File: config.mk
export PLATFORM = sky130hd
export DESIGN_NAME = pairreg_file
export DESIGN_NICKNAME = d
export VERILOG_FILES = /design/src/rtl/pairreg_pkg.sv /design/src/rtl/pairreg_rdmux.sv /design/src/rtl/pairreg_step.sv /design/src/rtl/pairreg_bank.sv /design/src/rtl/pairreg_file.sv
export SDC_FILE = /design/constraint.sdc
export NUM_CORES = 1
export LEC_CHECK = 0
export ABC_AREA = 1
export BUFFER_PORTS_ARGS = -buffer_cell sky130_fd_sc_hd__buf_2
export CAP_MARGIN = 25
export CELL_PAD_IN_SITES_DETAIL_PLACEMENT = 1
export CELL_PAD_IN_SITES_GLOBAL_PLACEMENT = 2
export CORE_ASPECT_RATIO = 0.6
export CORE_MARGIN = 2
export CORE_UTILIZATION = 34
export DETAILED_ROUTE_END_ITERATION = 12
export GPL_ROUTABILITY_DRIVEN = 1
export PLACE_DENSITY_LB_ADDON = 0.1
export RECOVER_POWER = 100
export SYNTH_ARGS = -nofsm -noshare
export SYNTH_HDL_FRONTEND = slang
export SYNTH_SLANG_ARGS = --single-unit
export TNS_END_PERCENT = 20
File: constraint.sdc
create_clock -name clk -period 3.5 [get_ports clk]
set_clock_uncertainty 0.05 [all_clocks]
set_input_delay 0.175 -clock clk [delete_from_list [all_inputs] [get_ports clk]]
set_output_delay 0.175 -clock clk [all_outputs]
set_load 0.01 [all_outputs]
File: src/rtl/pairreg_pkg.sv
package pairreg_pkg;

   typedef enum logic [2:0] {
      POP_NONE = 3'd0,
      POP_LOAD = 3'd1,
      POP_INC  = 3'd2,
      POP_DEC  = 3'd3,
      POP_XCHG = 3'd4
   } pair_op_e;

   localparam int unsigned NUM_BYTES = 6;
   localparam int unsigned NUM_PAIRS = 3;
   localparam int unsigned RD_PORTS  = 2;

   localparam int unsigned IDX_B = 0;
   localparam int unsigned IDX_C = 1;
   localparam int unsigned IDX_D = 2;
   localparam int unsigned IDX_E = 3;
   localparam int unsigned IDX_H = 4;
   localparam int unsigned IDX_L = 5;

   localparam logic [1:0] PSEL_BC = 2'b00;
   localparam logic [1:0] PSEL_DE = 2'b01;
   localparam logic [1:0] PSEL_HL = 2'b10;
   localparam logic [1:0] PSEL_SP = 2'b11;

endpackage

File: src/rtl/pairreg_rdmux.sv
module pairreg_rdmux #(
   parameter int unsigned BW = 8,
   parameter int unsigned NB = 6
) (
   input  logic [2:0]            sel,
   input  logic [NB-1:0][BW-1:0] regs,
   output logic [BW-1:0]         data
);

   generate
      if (NB > 8) begin : g_bad_nb
         $error("pairreg_rdmux: NB must fit a 3-bit select");
      end
   endgenerate

   always_comb begin
      data = '0;
      for (int i = 0; i < int'(NB); i++) begin
         if (int'(sel) == i) data = regs[i];
      end
   end

endmodule

File: src/rtl/pairreg_step.sv
module pairreg_step #(
   parameter int unsigned W      = 16,
   parameter bit          SHARED = 1'b1
) (
   input  logic [W-1:0] val,
   input  logic         down,
   output logic [W-1:0] res
);

   generate
      if (W < 2) begin : g_bad_w
         $error("pairreg_step: W must be at least 2");
      end
      if (SHARED) begin : g_shared
         // one adder; the addend is +1 or all ones (-1)
         logic [W-1:0] addend;
         assign addend = down ? {W{1'b1}} : {{(W-1){1'b0}}, 1'b1};
         assign res    = val + addend;
      end else begin : g_split
         logic [W-1:0] up_v;
         logic [W-1:0] dn_v;
         assign up_v = val + {{(W-1){1'b0}}, 1'b1};
         assign dn_v = val - {{(W-1){1'b0}}, 1'b1};
         assign res  = down ? dn_v : up_v;
      end
   endgenerate

endmodule

File: src/rtl/pairreg_bank.sv
module pairreg_bank #(
   parameter int unsigned BW = 8,
   parameter int unsigned NB = 6
) (
   input  logic                  clk,
   input  logic                  rst_n,
   input  logic [NB-1:0]         byte_we,
   input  logic [NB-1:0][BW-1:0] byte_din,
   input  logic                  sp_we,
   input  logic [2*BW-1:0]       sp_din,
   output logic [NB-1:0][BW-1:0] regs,
   output logic [2*BW-1:0]       sp
);

   genvar g;
   generate
      for (g = 0; g < int'(NB); g++) begin : g_byte
         always_ff @(posedge clk or negedge rst_n) begin
            if (!rst_n)          regs[g] <= '0;
            else if (byte_we[g]) regs[g] <= byte_din[g];
         end
      end
   endgenerate

   always_ff @(posedge clk or negedge rst_n) begin
      if (!rst_n)     sp <= '0;
      else if (sp_we) sp <= sp_din;
   end

   AST_IDLE_HOLDS: assert property (@(posedge clk) disable iff (!rst_n)
      (byte_we == '0 && !sp_we) |=> (regs == $past(regs) && sp == $past(sp)));

endmodule

File: src/rtl/pairreg_file.sv
module pairreg_file
   import pairreg_pkg::*;
#(
   parameter int unsigned BYTE_W     = 8,
   parameter bit          SHARED_ADD = 1'b1
) (
   input  logic                  clk,
   input  logic                  rst_n,
   input  logic [2:0]            rd_sel_a,
   output logic [BYTE_W-1:0]     rd_data_a,
   input  logic [2:0]            rd_sel_b,
   output logic [BYTE_W-1:0]     rd_data_b,
   input  logic                  wr_en,
   input  logic [2:0]            wr_sel,
   input  logic [BYTE_W-1:0]     wr_data,
   input  logic [2:0]            pair_op,
   input  logic [1:0]            pair_sel,
   input  logic [2*BYTE_W-1:0]   pair_imm,
   input  logic [1:0]            pair_rd_sel,
   output logic [2*BYTE_W-1:0]   pair_rd_data,
   output logic [2*BYTE_W-1:0]   hl_addr
);

   localparam int unsigned PAIR_W = 2 * BYTE_W;
   localparam int unsigned NB     = NUM_BYTES;

   generate
      if (BYTE_W < 1) begin : g_bad_bw
         $error("pairreg_file: BYTE_W must be positive");
      end
   endgenerate

   logic [NB-1:0][BYTE_W-1:0] regs;
   logic [PAIR_W-1:0]         sp;
   logic [NB-1:0]             byte_we;
   logic [NB-1:0][BYTE_W-1:0] byte_din;
   logic                      sp_we;
   logic [PAIR_W-1:0]         new_pair;
   logic [PAIR_W-1:0]         cur_pair;
   logic [PAIR_W-1:0]         stepped;
   logic [3:0][PAIR_W-1:0]    pair_view;
   pair_op_e                  op;

   assign op = pair_op_e'(pair_op);

   // 16-bit views of the byte registers; slot 3 is the stack pointer
   genvar p;
   generate
      for (p = 0; p < int'(NUM_PAIRS); p++) begin : g_pair
         assign pair_view[p] = {regs[2*p], regs[2*p+1]};
      end
   endgenerate
   assign pair_view[3] = sp;

   assign cur_pair     = pair_view[pair_sel];
   assign pair_rd_data = pair_view[pair_rd_sel];
   assign hl_addr      = pair_view[PSEL_HL];

   pairreg_step #(.W(PAIR_W), .SHARED(SHARED_ADD)) u_step (
      .val  (cur_pair),
      .down (op == POP_DEC),
      .res  (stepped)
   );

   assign new_pair = (op == POP_LOAD) ? pair_imm : stepped;

   always_comb begin
      byte_we  = '0;
      byte_din = regs;
      sp_we    = 1'b0;
      case (op)
         POP_LOAD, POP_INC, POP_DEC: begin
            if (pair_sel == PSEL_SP) begin
               sp_we = 1'b1;
            end else begin
               for (int i = 0; i < int'(NUM_PAIRS); i++) begin
                  if (int'(pair_sel) == i) begin
                     byte_we[2*i]    = 1'b1;
                     byte_we[2*i+1]  = 1'b1;
                     byte_din[2*i]   = new_pair[PAIR_W-1:BYTE_W];
                     byte_din[2*i+1] = new_pair[BYTE_W-1:0];
                  end
               end
            end
         end
         POP_XCHG: begin
            byte_we[IDX_D]  = 1'b1;
            byte_we[IDX_E]  = 1'b1;
            byte_we[IDX_H]  = 1'b1;
            byte_we[IDX_L]  = 1'b1;
            byte_din[IDX_D] = regs[IDX_H];
            byte_din[IDX_E] = regs[IDX_L];
            byte_din[IDX_H] = regs[IDX_D];
            byte_din[IDX_L] = regs[IDX_E];
         end
         default: begin
            for (int i = 0; i < int'(NB); i++) begin
               if (wr_en && int'(wr_sel) == i) begin
                  byte_we[i]  = 1'b1;
                  byte_din[i] = wr_data;
               end
            end
         end
      endcase
   end

   pairreg_bank #(.BW(BYTE_W), .NB(NB)) u_bank (
      .clk      (clk),
      .rst_n    (rst_n),
      .byte_we  (byte_we),
      .byte_din (byte_din),
      .sp_we    (sp_we),
      .sp_din   (new_pair),
      .regs     (regs),
      .sp       (sp)
   );

   logic [RD_PORTS-1:0][2:0]        rsel;
   logic [RD_PORTS-1:0][BYTE_W-1:0] rdat;
   assign rsel[0]   = rd_sel_a;
   assign rsel[1]   = rd_sel_b;
   assign rd_data_a = rdat[0];
   assign rd_data_b = rdat[1];

   genvar r;
   generate
      for (r = 0; r < int'(RD_PORTS); r++) begin : g_rd
         pairreg_rdmux #(.BW(BYTE_W), .NB(NB)) u_rdmux (
            .sel  (rsel[r]),
            .regs (regs),
            .data (rdat[r])
         );
      end
   endgenerate

   AST_LOAD_LANDS: assert property (@(posedge clk) disable iff (!rst_n)
      (op == POP_LOAD) |=> (pair_view[$past(pair_sel)] == $past(pair_imm)));

   AST_INC_WRAPS: assert property (@(posedge clk) disable iff (!rst_n)
      (op == POP_INC) |=> (pair_view[$past(pair_sel)] == PAIR_W'($past(cur_pair) + 1'b1)));

   AST_XCHG_SWAPS: assert property (@(posedge clk) disable iff (!rst_n)
      (op == POP_XCHG) |=> (pair_view[PSEL_HL] == $past(pair_view[PSEL_DE]) &&
                            pair_view[PSEL_DE] == $past(pair_view[PSEL_HL]) &&
                            pair_view[PSEL_BC] == $past(pair_view[PSEL_BC])));

   AST_PAIR_WINS: assert property (@(posedge clk) disable iff (!rst_n)
      (op == POP_XCHG && wr_en && wr_sel == 3'b000) |=> (regs[IDX_B] == $past(regs[IDX_B])));

   AST_BAD_SEL_DROP: assert property (@(posedge clk) disable iff (!rst_n)
      (pair_op == 3'd0 && wr_en && wr_sel[2:1] == 2'b11) |=> (regs == $past(regs) && sp == $past(sp)));

endmodule

==> results of run 1 <==
worst max-delay path: cells and delay by family:
kind | cells | cell delay, ns
buffers and inverters | 5 | 2.33
AO/OA/AOI/OAI | 2 | 0.45
sequential cells by signal, indices dropped and copies added, names as in the netlist:
name / cells
u_bank.regs: 48
u_bank.sp: 16
metrics by stage:
| step | hold slack (ns) | utilization, % | instances | power, W |
|---|---|---|---|---|
| after floorplan | -0.171 | - | 844 | 0.00206 |
| after global placement | 0.204 | 38.5 | 1119 | 0.00262 |
| after detailed placement | 0.205 | 38.5 | 1119 | 0.00265 |
| after CTS | 0.0800 | 40.5 | 1136 | 0.00360 |
| after global routing | 0.120 | 39.8 | 1137 | 0.00379 |
| final | 0.0808 | 39.8 | 1137 | 0.00357 |
worst max path at each step:
stage	slack (ns)	start	end	cells after the start
6_report	0.30	pair_rd_sel[0]	pair_rd_data[2]	7
5_1_grt	0.14	pair_sel[0]	u_bank.regs[46]$_DFFE_PN0P_	17
4_1_cts	0.58	pair_sel[0]	u_bank.regs[46]$_DFFE_PN0P_	17
3_5_place_dp	0.26	pair_sel[0]	u_bank.regs[46]$_DFFE_PN0P_	17
3_3_place_gp	0.28	pair_sel[0]	u_bank.regs[46]$_DFFE_PN0P_	17
2_1_floorplan	1.06	pair_sel[0]	u_bank.regs[22]$_DFFE_PN0P_	15
final cells by class:
class / count / area [um^2] / share of cell area (%)
multi-input combinational: 590 / 3200 / 49.6
sequential: 64 / 1600 / 24.8
inverter: 147 / 554 / 8.60
timing repair buffer: 111 / 526 / 8.15
tap: 209 / 262 / 4.06
clock buffer: 11 / 253 / 3.92
clock inverter: 5 / 55.1 / 0.854
cells in the final DEF, fill, tap and decap left out, types with 10 or more instances in the layout:
cell type    n
a211oi_1    21
a21oi_1     89
a22oi_1     15
a31oi_1     14
buf_2       45
buf_4       12
clkbuf_1    52
dfrtp_1     64
ha_1        14
inv_1      138
nand2_1    129
nand3_1     40
nor2_1      91
o211ai_1    10
o21ai_0     65
o221ai_1    22
o22ai_1     22
metal layers:
layer  global-route usage, %  up-vias  part of all wire [%]
li1                        -     3026                     -
met1                    45.5     3223                    49
met2                    43.3      292                    42
met3                    5.54       33                   7.7
met4                    7.08        0                   1.7
met5                       0        -                     0
report_power, final:
| group | switching (W) | internal (W) | total (W) |
|---|---|---|---|
| sequential | 0.000236 | 0.000931 | 0.00117 |
| clock | 0.000359 | 0.000588 | 0.000947 |
| combinational | 0.000998 | 0.000458 | 0.00146 |
| total | 0.00159 | 0.00198 | 0.00357 |
cell families after synthesis:
logic type                 after synthesis  share of synthesized area (%)
and+or+nand+nor                        293                           22.7
AOI/OAI and AO/OA                      278                           30.7
buffers and inverters                  190                           14.0
DFF                                     64                           28.5
adders and majority gates               15                           3.47
xor gates and xnor gates                 4                          0.623
repair_timing:
item / in CTS / in global routing
hold buffers: 1 / 0
resized for setup: 0 / 0
endpoints found under the hold margin: 25 / 0
==> flow_summary.json, run 1 <==
{
  "outcome": "complete, but fails checks",
  "violations": "max-capacitance violations, max-slew violations",
  "wl_per_cell_um": 23.0,
  "yosysWarnings": 0,
  "drc": 0,
  "max_clock_freq_mhz": 312,
  "diodes": 0,
  "drive_above_1_share_pct": 11.1,
  "crit_top_cell": "clkbuf_1",
  "crit_arrival_ns": 2.98,
  "start_kind": "input port",
  "postRouteAntennaNets": 0,
  "cts_buffer_depth": 2,
  "report.final.slew_viol_count": 28,
  "r2r_end": "u_bank.regs[31]$_DFFE_PN0P_",
  "synth_edf_count": 0,
  "min_from": "pair_imm[14]",
  "slowest_delay_ns": 1.07,
  "placed_area_um2": 6240,
  "path_class": "input port to output pin",
  "ys_top_cells_by_area": "dfrtp_1 (28%), inv_1 (9.2%), nand2_1 (8.3%)",
  "hold_class": "input port to flop",
  "rrSetupSlack_ns": 0.49,
  "fp.dieW_um": 170,
  "syn_inst": 844,
  "hpwl_um": 20700,
  "min_period_over_period_pct": 91.5,
  "grtUsageTotal_pct": 29.9,
  "crit_path_top_delay_cell": "clkbuf_1",
  "num_vias": 6574,
  "synth_top_flop_cell": "dfrtp_1",
  "worst_pin_slew_ns": 1.71,
  "vias_per_cell": 5.78,
  "grt_pass1_wl_um": 39700,
  "tns_ns": 0,
  "finalWorstSetupSlack_ns": 0.298,
  "fill_cells": 2161,
  "maxCapViolCount": 1,
  "grt_pass1_vias": 6585,
  "yosysTopAreaCellShare_pct": 28.5,
  "cts-buffers-inserted": 9,
  "power_density_nw_per_um2": 554,
  "grt-ovfl-total": 0,
  "ys_seq_elements": 64,
  "ir_worst_vdd_mv": 0.245,
  "rsz0062_at_grt": "no",
  "whs_path_depth": 3,
  "syn-cell-area_um2": 5620,
  "die_area_um2": 17600,
  "synth.avg_cell_area_um2": 6.66,
  "clock_latency_ns": 0.34,
  "dr.pass1.iters": 6,
  "synthesis.nets": 902,
  "die_h_um": 104,
  "io-pin-count": 91,
  "worstPathRequired_ns": 3.27,
  "pre_cts_ws_ns": 0.261,
  "rows": 36,
  "slew_headroom_pct": -14.2,
  "final_area_um2": 6450,
  "setup_viol": 0,
  "cts_tree": "done",
  "worstPathCellList": "clkbuf_1, inv_1, clkbuf_1, clkbuf_1, o21ai_0, o21ai_0, clkbuf_1",
  "p_leak_nw": 3.15,
  "holdPathEnd": "u_bank.sp[14]$_DFFE_PN0P_",
  "yosysMostFrequentCell": "inv_1",
  "area_delta_synth_final_pct": 14.7,
  "gp_congestion": 0.990,
  "worstReg2RegStart": "u_bank.regs[9]$_DFFE_PN0P_",
  "cp_max_fo": 31,
  "synth_cell_type_count": 42,
  "synth_top_area_cell": "dfrtp_1",
  "drt-initial-drc-count": 583,
  "post_cts_buffers": 0,
  "coreArea_um2": 16200,
  "grt_max_degree": 34,
  "grt_antenna_before_repair": 0,
  "start_util_pct": 34.7,
  "reg2reg_depth": 17,
  "routed_wl_um": 26100,
  "fin_crit_ns": 3.20,
  "yosysSeqAreaShare_pct": 28.5,
  "endpoint_kind": "output pin",
  "cts.sinks": 64,
  "clockRootBuffer": "clkbuf_16",
  "ys_top_cells_by_count": "inv_1 (138), nand2_1 (125), nor2_1 (91), a21oi_1 (89), dfrtp_1 (64)",
  "clk_pin_slew_ns": 0.06,
  "async_flop_share_pct": 100,
  "io_buffers": 90,
  "htreeDepth": 3,
  "fin_nets": 981,
  "hold_viol": 0
}
No activity file was read; power rests on OpenSTA's default activity.
==> run 2: changes to the inputs <==
PLACE_DENSITY = 0.86   (was unset)
PLACE_DENSITY_LB_ADDON = unset   (was 0.1)
==> flow_summary.json, run 2 (synthesis results as in run 1) <==
{
  "grt_pass1_wl_um": 38500,
  "coreArea_um2": 16200,
  "hold_viol": 0,
  "hpwl_um": 19700,
  "fin_nets": 977,
  "crit_path_top_delay_cell": "fa_1",
  "setup_viol": 0,
  "crit_top_cell": "nand2_1",
  "crit_arrival_ns": 3.22,
  "worstPathRequired_ns": 3.73,
  "cts-buffers-inserted": 9,
  "diodes": 0,
  "routed_wl_um": 24800,
  "htreeDepth": 3,
  "area_delta_synth_final_pct": 14.9,
  "whs_ns": 0.0741,
  "cts_tree": "done",
  "drive_above_1_share_pct": 10.5,
  "cts.sinks": 64,
  "slowest_delay_ns": 0.51,
  "top_register": "u_bank.regs",
  "gp_congestion": 0.960,
  "dr.pass1.iters": 5,
  "met2RoutedLength_um": 10000,
  "cp_max_fo": 16,
  "wl_met3_um": 2180,
  "largest_register_ffs": 48,
  "hold_class": "input port to flop",
  "grt_pass1_vias": 6499,
  "worstPathCellList": "clkbuf_1, inv_2, nor2_4, inv_1, o22ai_1, a21oi_1, o21a_1, fa_1, o21ai_2, nand2_1, nand2_1, nor2_1, o21ai_1, nand2_1, o2111ai_1, o21ai_0, inv_1",
  "power_density_nw_per_um2": 557,
  "pre_cts_ws_ns": 0.361,
  "p_leak_nw": 3.14,
  "violations": "max-capacitance violations, max-slew violations",
  "grt_max_degree": 42,
  "path_class": "input port to flop",
  "io-pin-count": 91,
  "fill_cells": 2180,
  "grt-ovfl-total": 0,
  "die_area_um2": 17600,
  "clk_pin_slew_ns": 0.06,
  "num_vias": 6489,
  "endpoint_kind": "flop",
  "layout_common_cells": "inv_1 (138), nand2_1 (129), nor2_1 (91), a21oi_1 (89), o21ai_0 (65)",
  "drt-initial-drc-count": 568,
  "grtUsageTotal_pct": 28.7,
  "drc": 0,
  "top_layer_used": "met4",
  "start_kind": "input port",
  "fin_util_pct": 39.8,
  "grt_antenna_before_repair": 0,
  "rows": 36,
  "finalWorstSetupSlack_ns": 0.514,
  "rsz0062_at_grt": "no",
  "tns_ns": 0,
  "slew_headroom_pct": -50.2,
  "maxCapViolCount": 1,
  "cts_buffer_depth": 2,
  "outcome": "complete, but fails checks",
  "fin_crit_ns": 2.99,
  "reg_top3": "u_bank.regs x48, u_bank.sp x16",
  "clock_latency_ns": 0.35,
  "wl_per_cell_um": 21.9,
  "vias_per_cell": 5.73,
  "report.final.slew_viol_count": 40,
  "clockRootBuffer": "clkbuf_16",
  "die_h_um": 104,
  "start_util_pct": 34.7,
  "wl_met1_um": 12300,
  "post_cts_buffers": 0,
  "postRouteAntennaNets": 0,
  "min_period_over_period_pct": 85.3,
  "io_buffers": 90,
  "fp.dieW_um": 170,
  "mostFrequentLayoutCell": "inv_1",
  "max_clock_freq_mhz": 335,
  "ir_worst_vdd_mv": 0.220,
  "worst_pin_slew_ns": 2.25
}
-- run 2: metrics by stage --
stage | std cells | cell area, um^2 | total power, W
2_1_floorplan | 844 | 5620 | 0.00206
3_3_place_gp | 1113 | 6200 | 0.00259
3_5_place_dp | 1114 | 6210 | 0.00261
4_1_cts | 1130 | 6540 | 0.00361
5_1_grt | 1132 | 6460 | 0.00382
6_report | 1132 | 6460 | 0.00360
-- run 2: repair_timing --
item / in CTS / in global routing
hold endpoints to repair: 40 / 0
resized for setup: 0 / 0
hold buffers: 1 / 0
-- run 2: worst paths after layout --
path                                                  start                     endpoint  slack [ns]  cells after the start
worst max-delay path                            pair_sel[0]  u_bank.regs[46]$_DFFE_PN0P_        0.51                     17
max in group asynchronous                             rst_n  u_bank.regs[26]$_DFFE_PN0P_        0.83                      4
worst min-delay path                           pair_imm[14]    u_bank.sp[14]$_DFFE_PN0P_        0.07                      3
worst max register to register  u_bank.regs[14]$_DFFE_PN0P_   u_bank.regs[5]$_DFFE_PN0P_        0.62                     11
worst min register to register     u_bank.sp[0]$_DFFE_PN0P_     u_bank.sp[0]$_DFFE_PN0P_        0.49                      2
min in group asynchronous                             rst_n  u_bank.regs[45]$_DFFE_PN0P_        0.12                      2
-- run 2: report_power, final --
group / internal [W] / leakage, nW / switching (W)
logic: 0.000452 / 2.25 / 0.000974
clock network: 0.000639 / 0.155 / 0.000358
registers: 0.000931 / 0.735 / 0.000244
-- run 2: layout make-up --
type,count,area [um^2],area share (%)
clock buffer,10,239,3.70
clock inverter,5,81.3,1.26
inverter,147,554,8.58
multi-input combinational,590,3200,49.5
sequential,64,1600,24.8
tap,209,262,4.05
timing repair buffer,107,524,8.12
-- run 2: critical path: cells and delay by family --
| kind | cells | cell delay, ns |
|---|---|---|
| adder cells (fa/ha/maj) | 1 | 0.51 |
| buffers and inverters | 4 | 0.52 |
| AND/OR/NAND/NOR | 5 | 0.94 |
| AO/OA/AOI/OAI | 7 | 1.07 |
-- run 2: layer usage --
metal | global-route usage (%) | vias up
li1 | - | 3024
met1 | 43.3 | 3130
met2 | 40.6 | 302
met3 | 7.72 | 33
met4 | 6.17 | 0
met5 | 0 | -
